**config.mk**
```make
export PLATFORM = sky130hd
export DESIGN_NAME = cbt_bit_timer
export DESIGN_NICKNAME = d
export VERILOG_FILES = /design/src/rtl/cbt_pkg.sv /design/src/rtl/cbt_quantum_gen.sv /design/src/rtl/cbt_edge_det.sv /design/src/rtl/cbt_sampler.sv /design/src/rtl/cbt_bit_timer.sv
export SDC_FILE = /design/constraint.sdc
export NUM_CORES = 1
export LEC_CHECK = 0
export BUFFER_PORTS_ARGS = -buffer_cell sky130_fd_sc_hd__buf_2
export CAP_MARGIN = 30
export CORE_UTILIZATION = 37
export DETAILED_ROUTE_END_ITERATION = 12
export GPL_TIMING_DRIVEN = 0
export HOLD_SLACK_MARGIN = 0.15
export PLACE_DENSITY = 0.58
export SYNTH_ARGS = -nofsm -noshare
export SYNTH_HDL_FRONTEND = slang
export SYNTH_SLANG_ARGS = --single-unit
```
**constraint.sdc**
```tcl
create_clock -name clk -period 7.6 [get_ports clk]
set_clock_uncertainty 0.1 [all_clocks]
set_input_delay 0.76 -clock clk [delete_from_list [all_inputs] [get_ports clk]]
set_output_delay 0.76 -clock clk [all_outputs]
set_load 0.02 [all_outputs]
```
**src/rtl/cbt_pkg.sv**
```systemverilog
package cbt_pkg;

   typedef enum logic [1:0] {
      SEG_SYNC = 2'd0,
      SEG_TS1  = 2'd1,
      SEG_PH2  = 2'd2
   } cbt_seg_e;

   function automatic logic maj3(input logic a, input logic b, input logic c);
      return (a & b) | (a & c) | (b & c);
   endfunction

endpackage

```
**src/rtl/cbt_quantum_gen.sv**
```systemverilog
module cbt_quantum_gen #(
   parameter int BRP_W = 6
) (
   input  logic             clk,
   input  logic             rst_n,
   input  logic [BRP_W-1:0] brp,
   input  logic             restart,
   output logic             tq_tick
);
   logic [BRP_W-1:0] div_q;

   assign tq_tick = (div_q >= brp) && !restart;

   always_ff @(posedge clk) begin
      if (!rst_n)              div_q <= '0;
      else if (restart)        div_q <= '0;
      else if (div_q >= brp)   div_q <= '0;
      else                     div_q <= div_q + 1'b1;
   end
endmodule

```
**src/rtl/cbt_edge_det.sv**
```systemverilog
module cbt_edge_det (
   input  logic clk,
   input  logic rst_n,
   input  logic rx_in,
   output logic rx_s,
   output logic fall
);
   logic rx_d;

   always_ff @(posedge clk) begin
      if (!rst_n) begin
         rx_s <= 1'b1;
         rx_d <= 1'b1;
      end else begin
         rx_s <= rx_in;
         rx_d <= rx_s;
      end
   end

   assign fall = rx_d & ~rx_s;
endmodule

```
**src/rtl/cbt_sampler.sv**
```systemverilog
module cbt_sampler
   import cbt_pkg::*;
#(
   parameter bit TRIPLE_OK = 1'b1
) (
   input  logic clk,
   input  logic rst_n,
   input  logic tq_tick,
   input  logic rx_s,
   input  logic triple_en,
   input  logic sample_now,
   output logic rx_bit
);
   logic pick;

   generate
      if (TRIPLE_OK) begin : g_vote
         logic [1:0] hist;
         always_ff @(posedge clk) begin
            if (!rst_n)       hist <= 2'b11;
            else if (tq_tick) hist <= {hist[0], rx_s};
         end
         assign pick = triple_en ? maj3(hist[1], hist[0], rx_s) : rx_s;
      end else begin : g_single
         assign pick = rx_s;
      end
   endgenerate

   always_ff @(posedge clk) begin
      if (!rst_n)          rx_bit <= 1'b1;
      else if (sample_now) rx_bit <= pick;
   end
endmodule

```
**src/rtl/cbt_bit_timer.sv**
```systemverilog
module cbt_bit_timer
   import cbt_pkg::*;
#(
   parameter int BRP_W     = 6,
   parameter int SEG_W     = 4,
   parameter bit TRIPLE_OK = 1'b1
) (
   input  logic             clk,
   input  logic             rst_n,
   input  logic [BRP_W-1:0] brp,
   input  logic [SEG_W-1:0] prop_len,
   input  logic [SEG_W-1:0] ph1_len,
   input  logic [SEG_W-1:0] ph2_len,
   input  logic [SEG_W-1:0] sjw_len,
   input  logic             triple_en,
   input  logic             bus_idle,
   input  logic             tx_dom,
   input  logic             rx_in,
   output logic             rx_bit,
   output logic             sample_stb,
   output logic             bit_start_stb
);
   localparam int LEN_W = SEG_W + 1;

   generate
      if (BRP_W < 1) begin : g_bad_brp
         $error("cbt_bit_timer: BRP_W must be at least 1");
      end
      if (SEG_W < 4) begin : g_bad_seg
         $error("cbt_bit_timer: SEG_W must hold segment lengths up to 8");
      end
   endgenerate

   logic             tq_tick, rx_s, edge_fall, restart, sample_now;
   logic             hard_sync, rs_ok, rs_late, rs_early, early_restart, ts1_done;
   logic             resync_done, hs_armed;
   cbt_seg_e         seg;
   logic [LEN_W-1:0] qcnt, t1_len, t2_len, t1_eff, t2_eff, t1_nom;
   logic [LEN_W-1:0] late_err, late_adj, early_err, sjw_x, ph2_x;

   cbt_quantum_gen #(.BRP_W(BRP_W)) u_qgen (
      .clk(clk), .rst_n(rst_n), .brp(brp), .restart(restart), .tq_tick(tq_tick)
   );

   cbt_edge_det u_edge (
      .clk(clk), .rst_n(rst_n), .rx_in(rx_in), .rx_s(rx_s), .fall(edge_fall)
   );

   cbt_sampler #(.TRIPLE_OK(TRIPLE_OK)) u_smp (
      .clk(clk), .rst_n(rst_n), .tq_tick(tq_tick), .rx_s(rx_s),
      .triple_en(triple_en), .sample_now(sample_now), .rx_bit(rx_bit)
   );

   assign sjw_x     = {1'b0, sjw_len};
   assign ph2_x     = {1'b0, ph2_len};
   assign hard_sync = edge_fall && bus_idle && hs_armed;

   always_comb begin
      t1_nom        = {1'b0, prop_len} + {1'b0, ph1_len};
      late_err      = qcnt + 1'b1;
      late_adj      = (late_err > sjw_x) ? sjw_x : late_err;
      early_err     = ph2_x - qcnt;
      rs_ok         = edge_fall && !tx_dom && !resync_done && !hard_sync;
      rs_late       = rs_ok && (seg == SEG_TS1);
      rs_early      = rs_ok && (seg == SEG_PH2);
      early_restart = rs_early && (early_err <= sjw_x);
      t1_eff        = rs_late  ? (t1_len + late_adj) : t1_len;
      t2_eff        = rs_early ? (ph2_x - sjw_x)     : t2_len;
      restart       = hard_sync || early_restart;
      ts1_done      = tq_tick && (seg == SEG_TS1) && (qcnt >= t1_eff - 1'b1);
      sample_now    = ts1_done && !restart;
   end

   always_ff @(posedge clk) begin
      if (!rst_n) begin
         seg           <= SEG_SYNC;
         qcnt          <= '0;
         t1_len        <= '0;
         t2_len        <= '0;
         resync_done   <= 1'b0;
         hs_armed      <= 1'b1;
         sample_stb    <= 1'b0;
         bit_start_stb <= 1'b0;
      end else begin
         sample_stb    <= sample_now;
         bit_start_stb <= 1'b0;
         if (hard_sync)     hs_armed <= 1'b0;
         else if (!bus_idle) hs_armed <= 1'b1;
         if (restart) begin
            seg           <= SEG_SYNC;
            qcnt          <= '0;
            bit_start_stb <= 1'b1;
            resync_done   <= hard_sync;
         end else begin
            if (rs_late) begin
               t1_len      <= t1_eff;
               resync_done <= 1'b1;
            end
            if (rs_early) begin
               t2_len      <= t2_eff;
               resync_done <= 1'b1;
            end
            if (tq_tick) begin
               unique case (seg)
                  SEG_SYNC: begin
                     seg    <= SEG_TS1;
                     qcnt   <= '0;
                     t1_len <= t1_nom;
                  end
                  SEG_TS1: begin
                     if (ts1_done) begin
                        seg    <= SEG_PH2;
                        qcnt   <= '0;
                        t2_len <= ph2_x;
                     end else begin
                        qcnt <= qcnt + 1'b1;
                     end
                  end
                  SEG_PH2: begin
                     if (qcnt >= t2_eff - 1'b1) begin
                        seg           <= SEG_SYNC;
                        qcnt          <= '0;
                        bit_start_stb <= 1'b1;
                        resync_done   <= 1'b0;
                     end else begin
                        qcnt <= qcnt + 1'b1;
                     end
                  end
                  default: seg <= SEG_SYNC;
               endcase
            end
         end
      end
   end
endmodule

```
# [Word-level counts from Yosys, hierarchy flattened]
# Cells that the tools add are included.
[totals] register_bits=32 in_bits=28 output_inout_bits=3 wordCells=91
[classes] addsub=8 n_lt_le_gt_ge=5 n_eq_ne=5 muxes=29 bitwise_logic=8 n_reduce_logical=23
[op_table] operator="5-bit 2-to-1 mux" n=12
[op_table] operator="5-bit case mux with 3 select lines" n=1
[op_table] operator="1-bit 2-to-1 mux" n=13
[op_table] operator="1-bit logical AND" n=12
[op_table] operator="5-bit greater-or-equal comparator" n=2
[op_table] operator="5-bit by 1-bit subtractor with 5-bit output, second input constant" n=2
[op_table] operator="6-bit by 1-bit adder with 6-bit output, second input constant" n=1
[op_table] operator="6-bit greater-or-equal comparator" n=1
[op_table] operator="2-bit case mux with 3 select lines" n=1
[op_table] operator="4-bit by 4-bit adder with 5-bit output" n=1
[op_table] operator="5-bit by 1-bit adder with 5-bit output, second input constant" n=1
[op_table] operator="5-bit adder" n=1
[op_table] operator="5-bit by 4-bit > comparator with 1-bit output" n=1
[op_table] operator="5-bit by 4-bit less-or-equal comparator with 1-bit output" n=1
[op_table] operator="4-bit by 4-bit subtractor with 5-bit output" n=1
[op_table] operator="4-bit by 5-bit subtractor with 5-bit output" n=1
[op_table] operator="1-bit AND" n=4
[op_table] operator="1-bit logical NOT" n=4
[op_table] operator="2-bit 2-to-1 mux" n=2
[op_table] operator="2-bit by 1-bit inequality test with 1-bit output, second input constant" n=2
[op_table] operator="3-bit AND reduction" n=1
[op_table] operator="3-bit nonzero test" n=1
[op_table] operator="3-bit OR reduction" n=1
[op_table] operator="2-bit by 1-bit == test with 1-bit output, second input constant" n=1
[op_table] operator="8 further kinds" n=10

# [Logic depth before layout (Yosys ltp)]
# Gate-level depths: netlist of run 1.
[logic_depth] ltp_word=16 depth_mapped=22 ltp_nobuf=21

# [Modules after synthesis]
# A second synthesis of run 1 with hierarchy kept.
[hier_totals] hier_cells=323 area_unflattened_um2=2856.5
[by_module_without_submodules] mod="cbt_bit_timer" n_inst=1 cells_each=260 area_per_inst_um2=2264.7
[by_module_without_submodules] mod="cbt_quantum_gen" n_inst=1 cells_each=45 area_per_inst_um2=405.4
[by_module_without_submodules] mod="cbt_sampler" n_inst=1 cells_each=13 area_per_inst_um2=127.6
[by_module_without_submodules] mod="cbt_edge_det" n_inst=1 cells_each=5 area_per_inst_um2=58.8

# [Worst setup path before layout of run 1]
# No wires, ideal clock.
[synth_timing] path_kind="input port to flip-flop" from="input sjw_len[1]" to="register u_smp.rx_bit" setup_ps=93 arrival_ps=4703 required_ps=7407 setup_slack_ps=2704 cell_stages=22 path_cell_list="inv_1 -> ha_1 -> nor2b_1 -> o21ai_0 -> nand2b_1 -> a21oi_1 -> o21ai_0 -> mux2_2 -> ha_1 -> fa_1 -> xnor2_1 -> nor2_1 -> a21oi_1 -> nand3_1 -> xnor2_1 -> ha_1 -> nand2_1 -> o21ai_0 -> nand3_1 -> or2_1 -> buf_2 -> o311ai_2"
[synth_via] elab_chain_cells=8 word_cells_on_any_way=14
[synth_lines] item="start, declared" line="cbt_bit_timer.sv:14" source="input logic [SEG_W-1:0] sjw_len,"
[synth_lines] item="5-bit by 4-bit > comparator with 1-bit output or 5-bit by 4-bit less-or-equal comparator with 1-bit output (tied branches)" line="cbt_bit_timer.sv:61, cbt_bit_timer.sv:66"
[synth_lines] item="5-bit 2-to-1 mux or 1-bit logical AND (tied branches)" line="cbt_bit_timer.sv:61, cbt_bit_timer.sv:66"
[synth_lines] item="5-bit adder or 1-bit logical OR (tied branches)" line="cbt_bit_timer.sv:67, cbt_bit_timer.sv:69"
[synth_lines] item="5-bit 2-to-1 mux or 1-bit logical NOT (tied branches)" line="cbt_bit_timer.sv:67, cbt_quantum_gen.sv:12, cbt_bit_timer.sv:71"
[synth_lines] item="5-bit by 1-bit subtractor with 5-bit output or 1-bit logical AND (tied branches)" line="cbt_bit_timer.sv:70, cbt_quantum_gen.sv:12"
[synth_lines] item="5-bit greater-or-equal comparator or 1-bit logical AND (tied branches)" line="cbt_bit_timer.sv:70" source="ts1_done = tq_tick && (seg == SEG_TS1) && (qcnt >= t1_eff - 1'b1);"
[synth_lines] item="1-bit logical AND" line="cbt_bit_timer.sv:70"
[synth_lines] item="1-bit logical AND *" line="cbt_bit_timer.sv:71" source="sample_now = ts1_done && !restart;"
[synth_lines] item="end signal, assigned" line="cbt_sampler.sv:31" source="else if (sample_now) rx_bit <= pick;"
[synth_lines] item="end, declared" line="cbt_sampler.sv:12" source="output logic rx_bit"
# Mark *: on every way between the ends. The rest lies on a longest branch, timed or not.
# A chain may end at the register's enable or synchronous reset.

# [Worst setup path in the final report of run 1]
[layout_timing] from="register qcnt[1]" to="register u_smp.rx_bit"
[layout_via] elab_chain_cells=9 word_cells_on_any_way=16
[layout_lines] item="start, declared" line="cbt_bit_timer.sv:38" source="logic [LEN_W-1:0] qcnt, t1_len, t2_len, t1_eff, t2_eff, t1_nom;"
[layout_lines] item="start signal, assigned" line="cbt_bit_timer.sv:116" source="qcnt <= qcnt + 1'b1;"
[layout_lines] item="start signal, assigned" line="cbt_bit_timer.sv:126" source="qcnt <= qcnt + 1'b1;"
[layout_lines] item="5-bit by 1-bit adder with 5-bit output or 4-bit by 5-bit subtractor with 5-bit output (tied branches)" line="cbt_bit_timer.sv:60, cbt_bit_timer.sv:62"
[layout_lines] item="5-bit by 4-bit > comparator with 1-bit output or 5-bit by 4-bit less-or-equal comparator with 1-bit output (tied branches)" line="cbt_bit_timer.sv:61, cbt_bit_timer.sv:66"
[layout_lines] item="5-bit 2-to-1 mux or 1-bit logical AND (tied branches)" line="cbt_bit_timer.sv:61, cbt_bit_timer.sv:66"
[layout_lines] item="5-bit adder or 1-bit logical OR (tied branches)" line="cbt_bit_timer.sv:67, cbt_bit_timer.sv:69"
[layout_lines] item="5-bit 2-to-1 mux or 1-bit logical NOT (tied branches)" line="cbt_bit_timer.sv:67, cbt_quantum_gen.sv:12, cbt_bit_timer.sv:71"
[layout_lines] item="5-bit by 1-bit subtractor with 5-bit output or 1-bit logical AND (tied branches)" line="cbt_bit_timer.sv:70, cbt_quantum_gen.sv:12"
[layout_lines] item="5-bit greater-or-equal comparator or 1-bit logical AND (tied branches)" line="cbt_bit_timer.sv:70"
[layout_lines] item="1-bit logical AND" line="cbt_bit_timer.sv:70"
[layout_lines] item="1-bit logical AND *" line="cbt_bit_timer.sv:71"
# Marked as above.

==> results of run 1 <==
-- worst max-delay path, cell delays in order, from the launching register on --
cell	delay (ns)
dfxtp_1	0.47
ha_1	0.28
xor2_1	0.23
ha_1	0.28
and4_1	0.19
o21ai_0	0.43
mux2_2	0.40
ha_1	0.21
fa_1	0.41
xnor2_1	0.20
nor2_1	0.06
a21oi_1	0.28
nand3_1	0.15
xnor2_1	0.15
ha_1	0.30
nand2_1	0.07
o21ai_0	0.19
nand3_1	0.29
or2_1	0.29
buf_2	0.16
o311ai_2	0.27
-- flip-flops by register name (all words and copies together), names as in the netlist --
signal             count
t1_len                 5
u_smp.rx_bit           1
qcnt                   5
u_edge.rx_s            1
sample_stb             1
resync_done            1
u_edge.rx_d            1
u_qgen.div_q           6
seg                    2
u_smp.g_vote.hist      2
t2_len                 5
bit_start_stb          1
hs_armed               1
-- logic make-up (layout without fill, tap and decap cells) --
| group | Yosys count | in the layout | share of synthesized area (%) |
|---|---|---|---|
| AO/OA/AOI/OAI | 73 | 73 | 17.42 |
| XOR/XNOR | 22 | 22 | 6.793 |
| adder cells (fa/ha/maj) | 54 | 54 | 24.88 |
| buffers and inverters | 33 | 71 | 4.941 |
| flip-flops | 32 | 32 | 22.58 |
| multiplexers | 15 | 15 | 5.602 |
| AND/OR/NAND/NOR | 93 | 93 | 17.78 |
-- where the power goes --
part           internal, mW  leakage (nW)  switching [mW]
clock network        0.0723        0.0510          0.0656
logic                0.0367          1.20          0.0446
registers             0.172         0.260         0.00377
-- cell type report --
type	count	area (sq um)
plain buffers	8	46.29
clock buffers	6	82.58
clock inverters	2	10.01
fillers	758	4128
inverters	25	93.84
multi-input cells	257	2056
flip-flops and latches	32	640.6
well taps	99	123.9
repair buffers	30	150.1
-- layout by cell type (no fill, tap or decap), types with 3 or more instances in the layout --
cell type / n
a31oi_1: 5
xor2_1: 10
nor2b_1: 3
a21oi_1: 24
nor2_1: 21
ha_1: 50
xnor2_1: 12
o21ai_1: 3
nand3_1: 26
dfxtp_1: 32
nand2_1: 13
buf_2: 34
mux2_2: 7
clkbuf_8: 6
o21ai_0: 10
a21o_1: 7
mux2i_1: 8
nand2b_1: 10
fa_1: 4
o211ai_1: 8
inv_1: 25
-- per-layer routing --
layer / up-vias / global-route usage (%)
met1: 1061 / 23.15
li1: 1219 / -
met4: 0 / 6.782
met3: 7 / 2.308
met5: - / 0
met2: 41 / 27.96
-- final timing paths --
| path | to | cells past startpoint | slack, ns |
|---|---|---|---|
| setup / recovery | u_smp.rx_bit | 20 | 2.08 |
| hold / removal | u_qgen.div_q[0] | 1 | 0.36 |
| setup reg to reg | u_smp.rx_bit | 20 | 2.08 |
| hold reg to reg | u_qgen.div_q[0] | 1 | 0.36 |
-- metrics by stage --
stage / worst slack (ns) / hold WS [ns] / area [sq um]
after global routing: 1.668 / 0.4058 / 3203
after floorplan: 2.704 / 0.3255 / 2836
after detailed placement: 1.957 / 0.3554 / 3110
final: 2.077 / 0.3615 / 3203
after global placement: 2.078 / 0.3478 / 3110
after CTS: 2.083 / 0.3720 / 3203
==> results.cfg, run 1 <==
[floorplan]
start_util_pct = 38.69
die_y_um = 89.56
num_rows = 31
dieArea_sq_mm = 0.008020
die_w_um = 89.56
core_sq_mm = 0.007331
io-pin-count = 31

[synthesis]
syn_nets = 404
synth_seq_cells = 32
syn_avg_cell_area_sq_um = 8.809
yosys.area.top_type = dfxtp_1
synth_area_sq_mm = 0.002836
synth_area_leaders = dfxtp_1 (23%), ha_1 (22%), nand3_1 (4.6%), a21oi_1 (4.2%), xnor2_1 (3.7%)
yosys_warnings = 0
synthArstFlopShare_pct = 0
yosysMostFrequentCell = ha_1
ys_seq_area_share_pct = 22.58
yosys-top-cells-count = ha_1 (50), dfxtp_1 (32), nand3_1 (26), inv_1 (25), a21oi_1 (24)
synth.distinct_cells = 52
synth_flop_cell = dfxtp_1
synth_edf_count = 0
synthCells = 322
synth_top_area_share_pct = 22.58

[clock_network]
clk_latency_ns = 0.29
tritoncts = built
cts_root_buf = clkbuf_8
ctsResizeCount = 0
htreeDepth = 2
cts_hold_buf = 0
cts_made_buffers = 5
cts_sinks = 32
post_cts_buffers = 0
cts.clk_slew.worst_paths_ns = 0.07
cts_buffer_depth = 2

[grt]
first_global_vias = 2209
antenna_found_initial = 0
grt_max_degree = 11
grt_pass1_wl_um = 10400
grt_overflow = 0
groute.usage.overall_pct = 17.26

[routing]
drtAntennaViolNets = 0
wl_per_cell_um = 13.41
first_iter_violations = 119
wl_met3_um = 181
wl_met2_um = 2749
vias = 2328
drc = 0
m1WireLength_um = 3120
vias_per_cell = 5.072
firstDrtPassIters = 4
dr.max_layer_used = met4
drt_wl_total_um = 6154

[power_and_ir_drop]
power.total_mw = 0.3951
p_leak_nw = 1.509
vdd_drop_max_mv = 0.08622
p_per_area_mw_per_mm2 = 123.4

[final_layout]
num_antenna_cells = 0
fin_nets = 441
instances_no_fill = 459
final_util_pct = 43.69
drive_gt1_share_pct = 16.67
area_delta_synth_final_pct = 12.92

[place]
dp_hpwl_um = 4920
dp_cells = 451
place.gp.congestion = 0.7645
port_buffers = 30

[min_path]
hp-start = u_qgen.div_q[0]
hold_class = register to register

[setup_path]
critPathLaunchType = register
cp_max_fo = 7
critPathCaptureType = register
critical_path_class = register to register
critPathArrivalTime_ns = 5.61
crit_start = qcnt[1]
worstPathRequired_ns = 7.69
r2r-start = qcnt[1]

[sta]
relSlewSlack_pct = 56.93
fmax_ghz = 0.1811
rsz0062_at_grt = no
final-setup-viol-count = 0
period_share_pct = 72.67
fin_tns_setup_ns = 0
min_period_ns = 5.523
finalHoldViolations = 0
tightest_slew_ns = 0.6460
slew_violations = 0

[outcome]
status = complete, no violations

[flow_run]
cap_violations = 0
Note: power is estimated with default switching activity, not from simulation.
==> inputs of run 2 (changes only) <==
--- a/config.mk
+++ b/config.mk
@@ -5,13 +5,14 @@
 export SDC_FILE = /design/constraint.sdc
 export NUM_CORES = 1
 export LEC_CHECK = 0
+export ABC_AREA = 1
 export BUFFER_PORTS_ARGS = -buffer_cell sky130_fd_sc_hd__buf_2
 export CAP_MARGIN = 30
 export CORE_UTILIZATION = 37
 export DETAILED_ROUTE_END_ITERATION = 12
 export GPL_TIMING_DRIVEN = 0
 export HOLD_SLACK_MARGIN = 0.15
-export PLACE_DENSITY = 0.58
+export PLACE_DENSITY = 0.57
 export SYNTH_ARGS = -nofsm -noshare
 export SYNTH_HDL_FRONTEND = slang
 export SYNTH_SLANG_ARGS = --single-unit
==> constraint.sdc (replaced) <==
create_clock -name clk -period 5.4 [get_ports clk]
set_clock_uncertainty 0.1 [all_clocks]
set_input_delay 0.54 -clock clk [delete_from_list [all_inputs] [get_ports clk]]
set_output_delay 0.54 -clock clk [all_outputs]
set_load 0.02 [all_outputs]
==> results.cfg, run 2 <==
[flow_run]
cap_violations = 0

[routing]
wl_per_cell_um = 12.22
vias = 2699
drt_wl_total_um = 6755
first_iter_violations = 75
firstDrtPassIters = 4
drtAntennaViolNets = 0
drc = 0
vias_per_cell = 4.881

[power_and_ir_drop]
vdd_drop_max_mv = 0.1356
p_leak_nw = 1.817
combinationalPowerShare_pct = 20.8
p_per_area_mw_per_mm2 = 185.7
p_int_mw = 0.4606
clkPwrFrac_pct = 40.3
switching_power_mw = 0.1821
pwr-share-seq_pct = 39.0
power.share.switching_pct = 28.34

[synthesis]
yosys-top-cells-count = nand2_1 (89), inv_1 (60), ha_1 (50), nand3_1 (35), dfxtp_1 (32)
synth_flop_cell = dfxtp_1
yosys.area.top_type = dfxtp_1
synth_area_leaders = dfxtp_1 (21%), ha_1 (21%), nand2_1 (11%), inv_1 (7.4%), nand3_1 (5.8%)
synth_top_area_share_pct = 21.15
synth_seq_cells = 32
synth.distinct_cells = 39
synth_edf_count = 0
syn_avg_cell_area_sq_um = 7.352
ys_seq_area_share_pct = 21.15
synthCells = 412
syn_nets = 494
synth_area_sq_mm = 0.003029
yosysMostFrequentCell = nand2_1
yosys_warnings = 0
synthArstFlopShare_pct = 0

[floorplan]
num_rows = 32
die_y_um = 92.48
core_sq_mm = 0.007807
die_w_um = 92.48
io-pin-count = 31
dieArea_sq_mm = 0.008553
start_util_pct = 38.80

[grt]
grt_max_degree = 11
grt_pass1_wl_um = 11810
groute.usage.overall_pct = 17.22
antenna_found_initial = 0
first_global_vias = 2606
grt_overflow = 0

[clock_network]
tritoncts = built
htreeDepth = 2
cts_buffer_depth = 2
cts_sinks = 32
cts.clk_slew.worst_paths_ns = 0.07
cts_root_buf = clkbuf_8
clk_latency_ns = 0.29
cts_hold_buf = 0
cts_made_buffers = 5

[setup_path]
critPathLaunchType = register
r2r_slack_ns = 0.50
critical_path_class = register to register
worstPathRequired_ns = 5.53
r2r_cells = 28
crit_top_cell = ha_1
max_stage_delay_ns = 0.42
critPathArrivalTime_ns = 5.03
critPathCaptureType = register
endpoint = t2_len[0]
crit_start = qcnt[1]
r2r-start = qcnt[1]
cp_max_fo = 8
timing.rr.end = t2_len[0]
slowest_stage = dfxtp_2

[final_layout]
largest_register = u_qgen.div_q
drive_gt1_share_pct = 17.07
num_antenna_cells = 0
final_common_cell = nand2_1
area_delta_synth_final_pct = 14.29
fin_nets = 532
regArea_sq_um = 645.6
final_cell_mix = nand2_1 (88), inv_1 (59), ha_1 (50)
multi_input_area_sq_mm = 0.002122
final.fill_count = 819
largest_reg_flops = 6

[sta]
period_share_pct = 90.68
slew_violations = 0
fmax_ghz = 0.2042
timing.hold.ws_ns = 0.3372
finalHoldViolations = 0
relSlewSlack_pct = 53.86
rsz0062_at_grt = no
setup_ws_ns = 0.5031
tightest_slew_ns = 0.6863
min_period_ns = 4.897
final-setup-viol-count = 0
fin_tns_setup_ns = 0

[place]
place.gp.congestion = 0.8340
post-place-ws_ns = 0.1014
dp_hpwl_um = 5514
port_buffers = 29

[min_path]
hold_class = input port to register

[outcome]
status = complete, no violations
-- run 2: kinds of logic (layout without fill, tap and decap cells) --
family / count (synthesis) / after routing / share of synthesized area [%]
adders and majority gates: 55 / 55 / 23.63
buffers and inverters: 69 / 108 / 9.129
xor gates and xnor gates: 18 / 18 / 5.204
muxes: 1 / 1 / 0.3305
AOI/OAI and AO/OA: 47 / 47 / 8.633
and+or+nand+nor: 190 / 190 / 31.93
DFF: 32 / 32 / 21.15
-- run 2: how the worst min path moves through the flow --
stage	start	endpoint	slack (ns)	cells past startpoint
global route	rx_in	u_edge.rx_s	0.34	2
finish	rx_in	u_edge.rx_s	0.34	2
detailed placement	u_qgen.div_q[0]	u_qgen.div_q[0]	0.35	1
CTS	rx_in	u_edge.rx_s	0.32	2
global placement	u_qgen.div_q[0]	u_qgen.div_q[0]	0.35	1
floorplan	u_qgen.div_q[0]	u_qgen.div_q[0]	0.33	1
-- run 2: per-stage QoR --
stage | instance area (sq um) | util [%] | std cells | power, mW
after global routing | 3462 | 44.34 | 553 | 0.6820
after CTS | 3428 | 43.91 | 551 | 0.6523
after detailed placement | 3302 | 42.29 | 543 | 0.3896
after floorplan | 3029 | - | 412 | 0.3524
after global placement | 3302 | 42.29 | 543 | 0.3868
final | 3462 | 44.34 | 553 | 0.6428
-- run 2: repair_timing --
item	CTS	global route
buffers inserted	0	2
endpoints found under the hold margin	0	0
endpoints found under the setup margin	0	13
resized for setup	0	8
-- run 2: per-layer routing --
metal	vias up	global-route usage [%]	wire, um
met5	-	0	0
met4	0	4.167	93
met3	9	2.463	237
met2	33	29.57	3167
met1	1242	22.58	3257
li1	1415	-	-
-- run 2: layout make-up --
class | count | area share (%)
timing repair buffer | 31 | 4.626
sequential | 32 | 18.65
clock buffer | 7 | 2.783
clock inverter | 1 | 0.8674
multi-input combinational | 311 | 61.29
inverter | 65 | 7.156
tap | 102 | 3.686
buffer | 4 | 0.9396
-- run 2: power groups by stage --
stage | clock, mW | combinational, mW | sequential (mW)
final | 0.259 | 0.133 | 0.250
after global routing | 0.275 | 0.155 | 0.251
after CTS | 0.267 | 0.135 | 0.250
after detailed placement | 0 | 0.134 | 0.256
after global placement | 0 | 0.131 | 0.256
after floorplan | 0 | 0.0981 | 0.254
-- run 2: critical path, delay by kind of cell (launching register included) --
| family | cells | cell delay (ns) |
|---|---|---|
| AOI/OAI and AO/OA | 6 | 0.87 |
| xor gates and xnor gates | 2 | 0.37 |
| adders and majority gates | 6 | 1.58 |
| buffers and inverters | 4 | 0.38 |
| DFF | 1 | 0.42 |
| and+or+nand+nor | 10 | 1.13 |
